==> src/rtl/hexrec_pkg.sv <==
package hexrec_pkg;
  typedef enum logic [2:0] {
    PS_HUNT,
    PS_COUNT,
    PS_ADDR,
    PS_TYPE,
    PS_DATA,
    PS_SUM,
    PS_EXEC
  } pstate_e;

  localparam logic [7:0] CH_START = 8'h3A;  // ':'
  localparam logic [7:0] CH_OK    = 8'h2E;  // '.'
  localparam logic [7:0] CH_ERR   = 8'h58;  // 'X'
endpackage

==> src/rtl/hexrec_nibble.sv <==
module hexrec_nibble (
  input  logic [7:0] chr,
  output logic       is_hex,
  output logic [3:0] nib
);
  always_comb begin
    is_hex = 1'b1;
    nib    = 4'd0;
    if (chr >= 8'h30 && chr <= 8'h39)      nib = chr[3:0];
    else if (chr >= 8'h41 && chr <= 8'h46) nib = chr[3:0] + 4'd9;
    else if (chr >= 8'h61 && chr <= 8'h66) nib = chr[3:0] + 4'd9;
    else                                   is_hex = 1'b0;
  end
endmodule

==> src/rtl/hexrec_parser.sv <==
module hexrec_parser
  import hexrec_pkg::*;
#(
  parameter int MAX_BYTES = 32,
  localparam int CW = $clog2(MAX_BYTES + 1)
) (
  input  logic                   clk,
  input  logic                   rst_n,
  input  logic                   rx_valid,
  input  logic [7:0]             rx_data,
  input  logic                   cmd_done,
  output logic                   cmd_valid,
  output logic [7:0]             cmd_type,
  output logic [15:0]            cmd_addr,
  output logic [CW-1:0]          cmd_count,
  output logic [8*MAX_BYTES-1:0] cmd_data,
  output logic                   stat_set,
  output logic [7:0]             stat_chr
);
  localparam logic [7:0] MAX_B = 8'(MAX_BYTES);

  pstate_e       state_q, state_d;
  logic          half_q, half_d;
  logic [3:0]    hi_q, hi_d;
  logic [7:0]    sum_q, sum_d;
  logic [CW-1:0] cnt_q, cnt_d;
  logic [CW-1:0] idx_q, idx_d;
  logic [15:0]   addr_q, addr_d;
  logic [7:0]    type_q, type_d;
  logic          buf_we;

  logic          is_hex;
  logic [3:0]    nib;
  logic [7:0]    byte_val;
  logic [7:0]    sum_new;

  hexrec_nibble u_nib (
    .chr    (rx_data),
    .is_hex (is_hex),
    .nib    (nib)
  );

  assign byte_val = {hi_q, nib};
  assign sum_new  = sum_q + byte_val;

  // next-state process
  always_comb begin
    state_d  = state_q;
    half_d   = half_q;
    hi_d     = hi_q;
    sum_d    = sum_q;
    cnt_d    = cnt_q;
    idx_d    = idx_q;
    addr_d   = addr_q;
    type_d   = type_q;
    buf_we   = 1'b0;
    stat_set = 1'b0;
    stat_chr = CH_OK;
    case (state_q)
      PS_HUNT: begin
        if (rx_valid && rx_data == CH_START) begin
          state_d = PS_COUNT;
          half_d  = 1'b0;
          sum_d   = 8'd0;
          idx_d   = '0;
        end
      end
      PS_EXEC: begin
        if (cmd_done) begin
          state_d  = PS_HUNT;
          stat_set = 1'b1;
          stat_chr = CH_OK;
        end
      end
      default: begin
        if (rx_valid) begin
          if (!is_hex) begin
            state_d = PS_HUNT;
          end else if (!half_q) begin
            hi_d   = nib;
            half_d = 1'b1;
          end else begin
            half_d = 1'b0;
            sum_d  = sum_new;
            case (state_q)
              PS_COUNT: begin
                if (byte_val > MAX_B) begin
                  state_d  = PS_HUNT;
                  stat_set = 1'b1;
                  stat_chr = CH_ERR;
                end else begin
                  cnt_d   = byte_val[CW-1:0];
                  idx_d   = '0;
                  state_d = PS_ADDR;
                end
              end
              PS_ADDR: begin
                if (idx_q == '0) begin
                  addr_d[15:8] = byte_val;
                  idx_d        = CW'(1);
                end else begin
                  addr_d[7:0] = byte_val;
                  state_d     = PS_TYPE;
                end
              end
              PS_TYPE: begin
                type_d  = byte_val;
                idx_d   = '0;
                state_d = (cnt_q == '0) ? PS_SUM : PS_DATA;
              end
              PS_DATA: begin
                buf_we = 1'b1;
                idx_d  = idx_q + CW'(1);
                if (idx_q == cnt_q - CW'(1)) state_d = PS_SUM;
              end
              PS_SUM: begin
                if (sum_new == 8'd0) begin
                  state_d = PS_EXEC;
                end else begin
                  state_d  = PS_HUNT;
                  stat_set = 1'b1;
                  stat_chr = CH_ERR;
                end
              end
              default: state_d = PS_HUNT;
            endcase
          end
        end
      end
    endcase
  end

  // register process
  always_ff @(posedge clk or negedge rst_n) begin
    if (!rst_n) begin
      state_q <= PS_HUNT;
      half_q  <= 1'b0;
      hi_q    <= 4'd0;
      sum_q   <= 8'd0;
      cnt_q   <= '0;
      idx_q   <= '0;
      addr_q  <= 16'd0;
      type_q  <= 8'd0;
    end else begin
      state_q <= state_d;
      half_q  <= half_d;
      hi_q    <= hi_d;
      sum_q   <= sum_d;
      cnt_q   <= cnt_d;
      idx_q   <= idx_d;
      addr_q  <= addr_d;
      type_q  <= type_d;
    end
  end

  // data buffer, one enabled register per byte slot
  for (genvar g = 0; g < MAX_BYTES; g++) begin : g_buf
    logic [7:0] slot_q;
    logic       slot_en;
    assign slot_en = buf_we && (idx_q == CW'(g));
    always_ff @(posedge clk or negedge rst_n) begin
      if (!rst_n)       slot_q <= 8'd0;
      else if (slot_en) slot_q <= byte_val;
    end
    assign cmd_data[8*g +: 8] = slot_q;
  end

  assign cmd_valid = (state_q == PS_EXEC);
  assign cmd_type  = type_q;
  assign cmd_addr  = addr_q;
  assign cmd_count = cnt_q;
endmodule

==> src/rtl/hexrec_txarb.sv <==
module hexrec_txarb (
  input  logic       clk,
  input  logic       rst_n,
  input  logic       echo_set,
  input  logic [7:0] echo_chr,
  input  logic       stat_set,
  input  logic [7:0] stat_chr,
  input  logic       tx_ready,
  output logic       tx_valid,
  output logic [7:0] tx_data
);
  logic       echo_pend_q, echo_pend_d;
  logic       stat_pend_q, stat_pend_d;
  logic [7:0] echo_q, stat_q;
  logic       take_echo, take_stat;

  assign take_echo = tx_ready && echo_pend_q;
  assign take_stat = tx_ready && !echo_pend_q && stat_pend_q;

  always_comb begin
    echo_pend_d = echo_pend_q;
    stat_pend_d = stat_pend_q;
    if (echo_set)       echo_pend_d = 1'b1;
    else if (take_echo) echo_pend_d = 1'b0;
    if (stat_set)       stat_pend_d = 1'b1;
    else if (take_stat) stat_pend_d = 1'b0;
  end

  always_ff @(posedge clk or negedge rst_n) begin
    if (!rst_n) begin
      echo_pend_q <= 1'b0;
      stat_pend_q <= 1'b0;
      echo_q      <= 8'd0;
      stat_q      <= 8'd0;
    end else begin
      echo_pend_q <= echo_pend_d;
      stat_pend_q <= stat_pend_d;
      if (echo_set) echo_q <= echo_chr;
      if (stat_set) stat_q <= stat_chr;
    end
  end

  assign tx_valid = echo_pend_q || stat_pend_q;
  assign tx_data  = echo_pend_q ? echo_q : stat_q;
endmodule

==> src/rtl/hexrec_loader.sv <==
module hexrec_loader #(
  parameter int MAX_BYTES = 32
) (
  input  logic                               clk,
  input  logic                               rst_n,
  input  logic                               rx_valid,
  input  logic [7:0]                         rx_data,
  output logic                               tx_valid,
  output logic [7:0]                         tx_data,
  input  logic                               tx_ready,
  output logic                               cmd_valid,
  output logic [7:0]                         cmd_type,
  output logic [15:0]                        cmd_addr,
  output logic [$clog2(MAX_BYTES+1)-1:0]     cmd_count,
  output logic [8*MAX_BYTES-1:0]             cmd_data,
  input  logic                               cmd_done
);
  logic [1:0] rst_sync_q;
  logic       rst_sn;
  logic       stat_set;
  logic [7:0] stat_chr;

  // asynchronous assertion, synchronous release
  always_ff @(posedge clk or negedge rst_n) begin
    if (!rst_n) rst_sync_q <= 2'b00;
    else        rst_sync_q <= {rst_sync_q[0], 1'b1};
  end
  assign rst_sn = rst_sync_q[1];

  hexrec_parser #(.MAX_BYTES(MAX_BYTES)) u_parser (
    .clk       (clk),
    .rst_n     (rst_sn),
    .rx_valid  (rx_valid),
    .rx_data   (rx_data),
    .cmd_done  (cmd_done),
    .cmd_valid (cmd_valid),
    .cmd_type  (cmd_type),
    .cmd_addr  (cmd_addr),
    .cmd_count (cmd_count),
    .cmd_data  (cmd_data),
    .stat_set  (stat_set),
    .stat_chr  (stat_chr)
  );

  hexrec_txarb u_txarb (
    .clk      (clk),
    .rst_n    (rst_sn),
    .echo_set (rx_valid),
    .echo_chr (rx_data),
    .stat_set (stat_set),
    .stat_chr (stat_chr),
    .tx_ready (tx_ready),
    .tx_valid (tx_valid),
    .tx_data  (tx_data)
  );
endmodule

==> config.mk <==
export PLATFORM = sky130hd
export DESIGN_NAME = hexrec_loader
export DESIGN_NICKNAME = d
export VERILOG_FILES = /design/src/rtl/hexrec_pkg.sv /design/src/rtl/hexrec_nibble.sv /design/src/rtl/hexrec_parser.sv /design/src/rtl/hexrec_txarb.sv /design/src/rtl/hexrec_loader.sv
export SDC_FILE = /design/constraint.sdc
export NUM_CORES = 1
export LEC_CHECK = 0
export CAP_MARGIN = 20
export CORE_AREA = 2 2 186 188
export DETAILED_ROUTE_END_ITERATION = 7
export DIE_AREA = 0 0 188 190
export DONT_BUFFER_PORTS = 1
export PLACE_DENSITY = 0.6
export SLEW_MARGIN = 20
export SYNTH_ARGS = -nofsm -noshare
export SYNTH_HDL_FRONTEND = slang
export SYNTH_SLANG_ARGS = --single-unit
==> constraint.sdc <==
create_clock -name clk -period 12.5 [get_ports clk]
set_input_delay 1.875 -clock clk [delete_from_list [all_inputs] [get_ports clk]]
set_output_delay 1.875 -clock clk [all_outputs]
set_load 0.05 [all_outputs]
==> reports/metrics.cfg, run 1 <==
[clock_network]
cts_sinks = 323
hold_buffers = 0
cts_tree = done
cts_resized = 0
worstSkewPairLatency_ps = 530
htreeDepth = 2
cts.clk_slew.worst_paths_ps = 60
postCtsSetupBuffers = 0
numCtsBuffers = 36
root_buffer = clkbuf_16
cts.path.max_buffers = 3

[finish]
syn_to_final_growth_pct = 12.3
fin_cells = 1603
n_fill_cell = 3135
fin_nets = 1150
layout-drive-gt1-share = 0.221

[power_and_ir_drop]
p_leak_nw = 7.10
peakVddDrop_mv = 0.0778
power_density_nw_per_um2 = 167

[die]
die_y_um = 190
initial_utilization = 0.394
io_pins = 309
placementRows = 68
die_w_um = 188
coreArea_um2 = 33900
dieArea_um2 = 35700

[route]
drc = 0
dr_total_vias = 8567
vias_per_cell = 5.34
ant_nets = 0
dr.pass1.iters = 5
drtIter0Drc = 500
wirelength_mm = 36.8
routedWlPerCell_um = 23.0

[sta]
timing.final.ws_setup_ps = 7060
rsz0062_at_grt = false
layout_min_cycle_time_ps = 5440
slew_headroom = 0.251
hold_ws_ps = 342
final.period_utilization = 0.435
setup_viol = 0
tns_ps = 0
fin_skew_ps = 13.5
tightestPinTransition_ps = 1120
final-hold-violation-count = 0
max_freq_mhz = 184
finalMaxSlewViolations = 0

[critical_path]
worst-path-max-fanout = 36
cp_slowest_cell = a21oi_1
crit_type = in -> reg
start_kind = primary input
slowest_delay_ps = 890
worstPathArrival_ps = 5850
cp.required_ps = 12910
crit_path_end_kind = flop
worstPathCellList = inv_1, ha_1, o21bai_1, a21oi_1, a21oi_4, buf_4, inv_1, ha_1, inv_1, fa_1, nand2b_1, a21oi_1, xor2_1, nand4bb_1, o21bai_1, nor3_1, or3_1
critPathMostFrequentCell = inv_1

[job]
drv_cap = 0

[logic_synthesis]
synthSimpleGateAreaFrac = 0.109
synth_area_leaders = dfrtp_1, mux2_2, o21ai_0
avgSynthCellArea_um2 = 11.7
syn_nets = 1178
yosysTopAreaCellShare = 0.605
synth_compound_area_frac = 0.0943
yosysUniqueCellTypes = 63
muxShareOfSynthArea = 0.139
yosys_most_used_dff = dfrtp_1
synth.largest_area_cell = dfrtp_1
synth_top_family_by_area = multiplexers
synth_edf_count = 0
syn_inst = 1147
synth-seq-cells = 323
yosys.area_share.xor_xnor = 0.00721
netlist_area_um2 = 13400
async_reset_ff_frac = 1.00
synth-adder-area-share = 0.0174
synth-warning-count = 0
ys_seq_area_frac = 0.605

[global_routing]
grt_max_degree = 78
grt_pass1_wl_mm = 56.3
grt_usage = 0.206
antenna_found_initial = 0
grt.overflow.total = 0
grt_pass1_vias = 8773

[hold_path]
hold_path_class = reg -> reg

[status]
status = completed

[placement]
dp_hpwl_mm = 24.4
gp_congestion = 0.837
place_ws_ps = 6580
port_buffers = 0
dp.cells = 1536

metal layers:
metal	GRT usage	vias to the layer above	part of all wire
met3	0.0723	53	0.090
met1	0.257	4304	0.41
met5	0	-	0
met4	0.0545	0	0.018
met2	0.340	309	0.48
li1	-	3901	-
synth_stat cells, types with 9 or more instances:
cell / instances
ha_1: 17
o21ai_0: 155
nand2_1: 190
nor2_1: 37
nand3_1: 22
inv_1: 20
nand2b_1: 9
clkbuf_1: 74
dfrtp_1: 323
a21oi_1: 11
mux2_2: 153
layout make-up:
| class | instances | area (um2) | area share |
|---|---|---|---|
| flip-flops and latches | 323 | 8090 | 0.539 |
| clock inverters | 15 | 180 | 0.0120 |
| clock buffers | 51 | 1060 | 0.0706 |
| well taps | 455 | 569 | 0.0379 |
| multi-input cells | 727 | 4940 | 0.329 |
| inverters | 20 | 75.1 | 0.00500 |
| repair buffers | 11 | 82.6 | 0.00550 |
| diodes | 1 | 2.50 | 0.000167 |
sequential cells by signal (all words and copies together), names as in the netlist, 3 cells and up:
signal                 count
u_parser.cmd_addr         16
u_parser.cmd_count         6
u_parser.cmd_type          8
u_parser.g_buf.slot_q    256
u_parser.hi_q              4
u_parser.idx_q             6
u_parser.state_q           3
u_parser.sum_q             8
u_txarb.echo_q             8
u_txarb.stat_q             3
per-stage QoR:
step	area [um2]	utilization	power, W
after CTS	15000	0.442	0.00253
after detailed placement	13800	0.405	0.00142
final	15000	0.442	0.00250
after global routing	15000	0.442	0.00260
after floorplan	13400	-	0.00134
after global placement	13800	0.405	0.00142
cell usage in the layout (no fill, tap or decap), types with 6 or more instances in the layout:
master / synthesis / final
nand2b_1: 9 / 9
a21oi_1: 11 / 10
or4_1: 7 / 7
clkbuf_1: 74 / 7
mux2_4: 8 / 8
nand3_1: 22 / 22
clkbuf_16: 0 / 38
clkbuf_8: 0 / 6
o21ai_0: 155 / 155
buf_4: 1 / 11
dfrtp_1: 323 / 318
mux2_2: 153 / 153
nor2_1: 37 / 36
nand2_1: 190 / 190
or3_1: 6 / 6
inv_1: 20 / 20
xnor2_1: 8 / 8
ha_1: 17 / 17
power by group:
part | leakage, nW | switching (W) | internal, W
logic | 2.04 | 0.000144 | 0.0000847
clock network | 0.602 | 0.000437 | 0.000659
registers | 4.47 | 0.000111 | 0.00106
worst paths after layout:
kind / depth (start not counted) / endpoint / startpoint / slack, ps
max: 17 / u_txarb.stat_pend_q / rx_data[0] / 7060
min: 0 / rst_sync_q[1] / rst_sync_q[0] / 340
max reg2reg: 9 / u_parser.cmd_addr[4] / u_parser.cmd_count[0] / 8760
min reg2reg: 0 / rst_sync_q[1] / rst_sync_q[0] / 340
max in group asynchronous: 2 / u_parser.g_buf[7].slot_q[6] / rst_sync_q[1] / 9980
min in group asynchronous: 0 / u_parser.g_buf[20].slot_q[1] / rst_sync_q[1] / 490
kinds of logic (layout without fill, tap and decap cells):
group / after synthesis / in the layout
fa+ha+maj: 18 / 18
compound gates: 217 / 217
buf+inv: 97 / 97
flops: 323 / 323
mux: 163 / 163
xor+xnor: 11 / 11
simple gates: 317 / 317
other cells: 1 / 2
worst max-delay path, delay by kind of cell:
| family | cells | cell delay (ps) |
|---|---|---|
| buffers and inverters | 4 | 590 |
| and+or+nand+nor | 4 | 910 |
| adders and majority gates | 3 | 850 |
| xor gates and xnor gates | 1 | 100 |
| AOI/OAI and AO/OA | 5 | 1480 |
(Power assumes the default switching activity.)
==> inputs of run 2 (changes only) <==
--- a/config.mk
+++ b/config.mk
@@ -10,7 +10,7 @@
 export DETAILED_ROUTE_END_ITERATION = 7
 export DIE_AREA = 0 0 188 190
 export DONT_BUFFER_PORTS = 1
-export PLACE_DENSITY = 0.6
+export PLACE_DENSITY = 0.62
 export SLEW_MARGIN = 20
 export SYNTH_ARGS = -nofsm -noshare
 export SYNTH_HDL_FRONTEND = slang
==> constraint.sdc (replaced) <==
create_clock -name clk -period 4.4 [get_ports clk]
set_input_delay 0.66 -clock clk [delete_from_list [all_inputs] [get_ports clk]]
set_output_delay 0.66 -clock clk [all_outputs]
set_load 0.05 [all_outputs]
==> run 2 against run 1 <==
Compared with the run above:
- clock power grew to 2.8 times the previous value
- sequential power increased to 2.8 times the previous value
- combinational power rose to 3.4 times the previous value
- via count up 1.2%
- final cell count up 0.31%
- hold slack got worse by 100 ps
- largest cell class unchanged
- largest power group unchanged
- highest routed layer unchanged
==> reports/metrics.cfg, run 2 (same netlist as run 1, synthesis figures left out) <==
[placement]
gp_congestion = 0.805  ; -3.9%
dp.cells = 1541  ; +0.33%
placed_cell_area_um2 = 13800  ; +0.45%
dp_hpwl_mm = 24.2  ; -1.1%
port_buffers = 0  ; unchanged

[critical_path]
worst-path-max-fanout = 8  ; -78%
reg2reg_from = u_parser.cmd_count[1]
cp.required_ps = 4800  ; -8110 ps
crit_type = reg -> reg
rr_endpoint = u_parser.cmd_addr[6]
endpoint = u_parser.cmd_addr[6]
start_kind = flop
r2r_slack_ps = 720  ; -8040 ps
worstPathArrival_ps = 4080  ; -1770 ps
crit_path_end_kind = flop
startpoint = u_parser.cmd_count[1]
reg2reg_depth = 9  ; unchanged

[job]
drv_cap = 0  ; unchanged

[clock_network]
cts.path.max_buffers = 3  ; unchanged
htreeDepth = 2  ; unchanged
numCtsBuffers = 37  ; +2.8%
cts_sinks = 323  ; unchanged
root_buffer = clkbuf_16
worstSkewPairLatency_ps = 530  ; about the same
cts.clk_slew.worst_paths_ps = 60  ; about the same
cts_resized = 0  ; unchanged
cts_tree = done

[route]
top_layer = met4
vias_per_cell = 5.39  ; +0.92%
wl_met3_mm = 3.18  ; -4.2%
drc = 0  ; unchanged
drtIter0Drc = 494  ; -1.2%
routedWlPerCell_um = 22.8  ; -0.92%
met2_wirelength_mm = 17.6  ; -0.65%
wl_met1_mm = 14.9  ; -1.8%
wirelength_mm = 36.6  ; -0.61%
dr_total_vias = 8673  ; +1.2%
dr.pass1.iters = 4  ; -1
ant_nets = 0  ; unchanged

[finish]
layout-drive-gt1-share = 0.221  ; -0.000285
fin_nets = 1157  ; +0.61%
final_area_um2 = 15100  ; +0.43%
diodes = 0  ; -1
largest_reg_flops = 256  ; unchanged
seqCellArea_um2 = 8090  ; unchanged
layout_commonest_cell = dfrtp_1
fin_cells = 1608  ; +0.31%
utilization = 0.444  ; +0.00188
final_cell_mix = dfrtp_1, nand2_1, o21ai_0
n_fill_cell = 3071  ; -2.0%
multi_input_area_um2 = 4940  ; unchanged
syn_to_final_growth_pct = 12.8
regMostFlops = u_parser.g_buf.slot_q

[die]
placementRows = 68  ; unchanged
die_w_um = 188  ; unchanged
initial_utilization = 0.394  ; unchanged
dieArea_um2 = 35700  ; unchanged
coreArea_um2 = 33900  ; unchanged
io_pins = 309  ; unchanged
die_y_um = 190  ; unchanged

[status]
status = completed

[global_routing]
antenna_found_initial = 0  ; unchanged
grt.overflow.total = 0  ; unchanged
grt_pass1_wl_mm = 56.2  ; -0.16%
grt_max_degree = 103  ; +32%
grt_usage = 0.205  ; -0.00123
grt_pass1_vias = 8966  ; +2.2%

[sta]
rsz0062_at_grt = false
tns_ps = 0  ; unchanged
layout_min_cycle_time_ps = 3680
fin_skew_ps = 16.1  ; +2.64 ps
setup_viol = 0  ; unchanged
final.period_utilization = 0.836
slew_headroom = 0.360  ; +0.109
final-hold-violation-count = 0  ; unchanged
max_freq_mhz = 272
tightestPinTransition_ps = 960  ; -164 ps
finalMaxSlewViolations = 0  ; unchanged

[power_and_ir_drop]
peakVddDrop_mv = 0.234  ; +200%
power_density_nw_per_um2 = 471  ; +180%
p_leak_nw = 7.14  ; +0.56%

[hold_path]
hold_path_class = in -> reg
hold_path_depth = 1  ; +1

==> run 2: final cells by class <==
type,instances,share of cell area
repair buffers,17,0.0103
inverters,20,0.00498
flip-flops and latches,323,0.537
multi-input cells,727,0.328
clock inverters,13,0.0124
well taps,455,0.0378
clock buffers,53,0.0695
==> run 2: where the power goes <==
group	switching (W)	internal (W)
logic	0.000518	0.000259
registers	0.000198	0.00303
clock network	0.00121	0.00190
total	0.00192	0.00518
==> run 2: per-stage QoR <==
step	hold slack [ps]	total power (W)	setup slack (ps)
after floorplan	331	0.00379	504
after global placement	335	0.00404	484
after detailed placement	336	0.00405	277
after CTS	223	0.00720	690
after global routing	231	0.00740	547
final	242	0.00710	720
==> run 2: worst min-delay path by stage <==
| stage | from | to | slack [ps] |
|---|---|---|---|
| 2_1_floorplan | rst_sync_q[0] | rst_sync_q[1] | 330 |
| 3_3_place_gp | rst_sync_q[0] | rst_sync_q[1] | 330 |
| 3_5_place_dp | rst_sync_q[0] | rst_sync_q[1] | 340 |
| 4_1_cts | tx_ready | u_txarb.echo_pend_q | 220 |
| 5_1_grt | tx_ready | u_txarb.echo_pend_q | 230 |
| 6_report | tx_ready | u_txarb.echo_pend_q | 240 |
==> run 2: what timing repair did <==
| item | 4_1_cts | 5_1_grt |
|---|---|---|
| hold buffers | 1 | 0 |
| hold endpoints to repair | 2 | 0 |
| setup buffers | 0 | 0 |
==> run 2: metal layers <==
| layer | vias to the layer above | global-route usage |
|---|---|---|
| met5 | - | 0 |
| met4 | 0 | 0.0715 |
| met3 | 70 | 0.0710 |
| met2 | 308 | 0.339 |
| met1 | 4388 | 0.248 |
| li1 | 3907 | - |
==> run 2: worst max-delay path: stages (launching register included) <==
cell      delay, ps
dfrtp_1         630
inv_1           210
ha_1            230
or3b_2          450
or4_1           400
o211ai_1        130
nand4b_1        130
o211a_2         210
or4_1           760
mux2_4          410
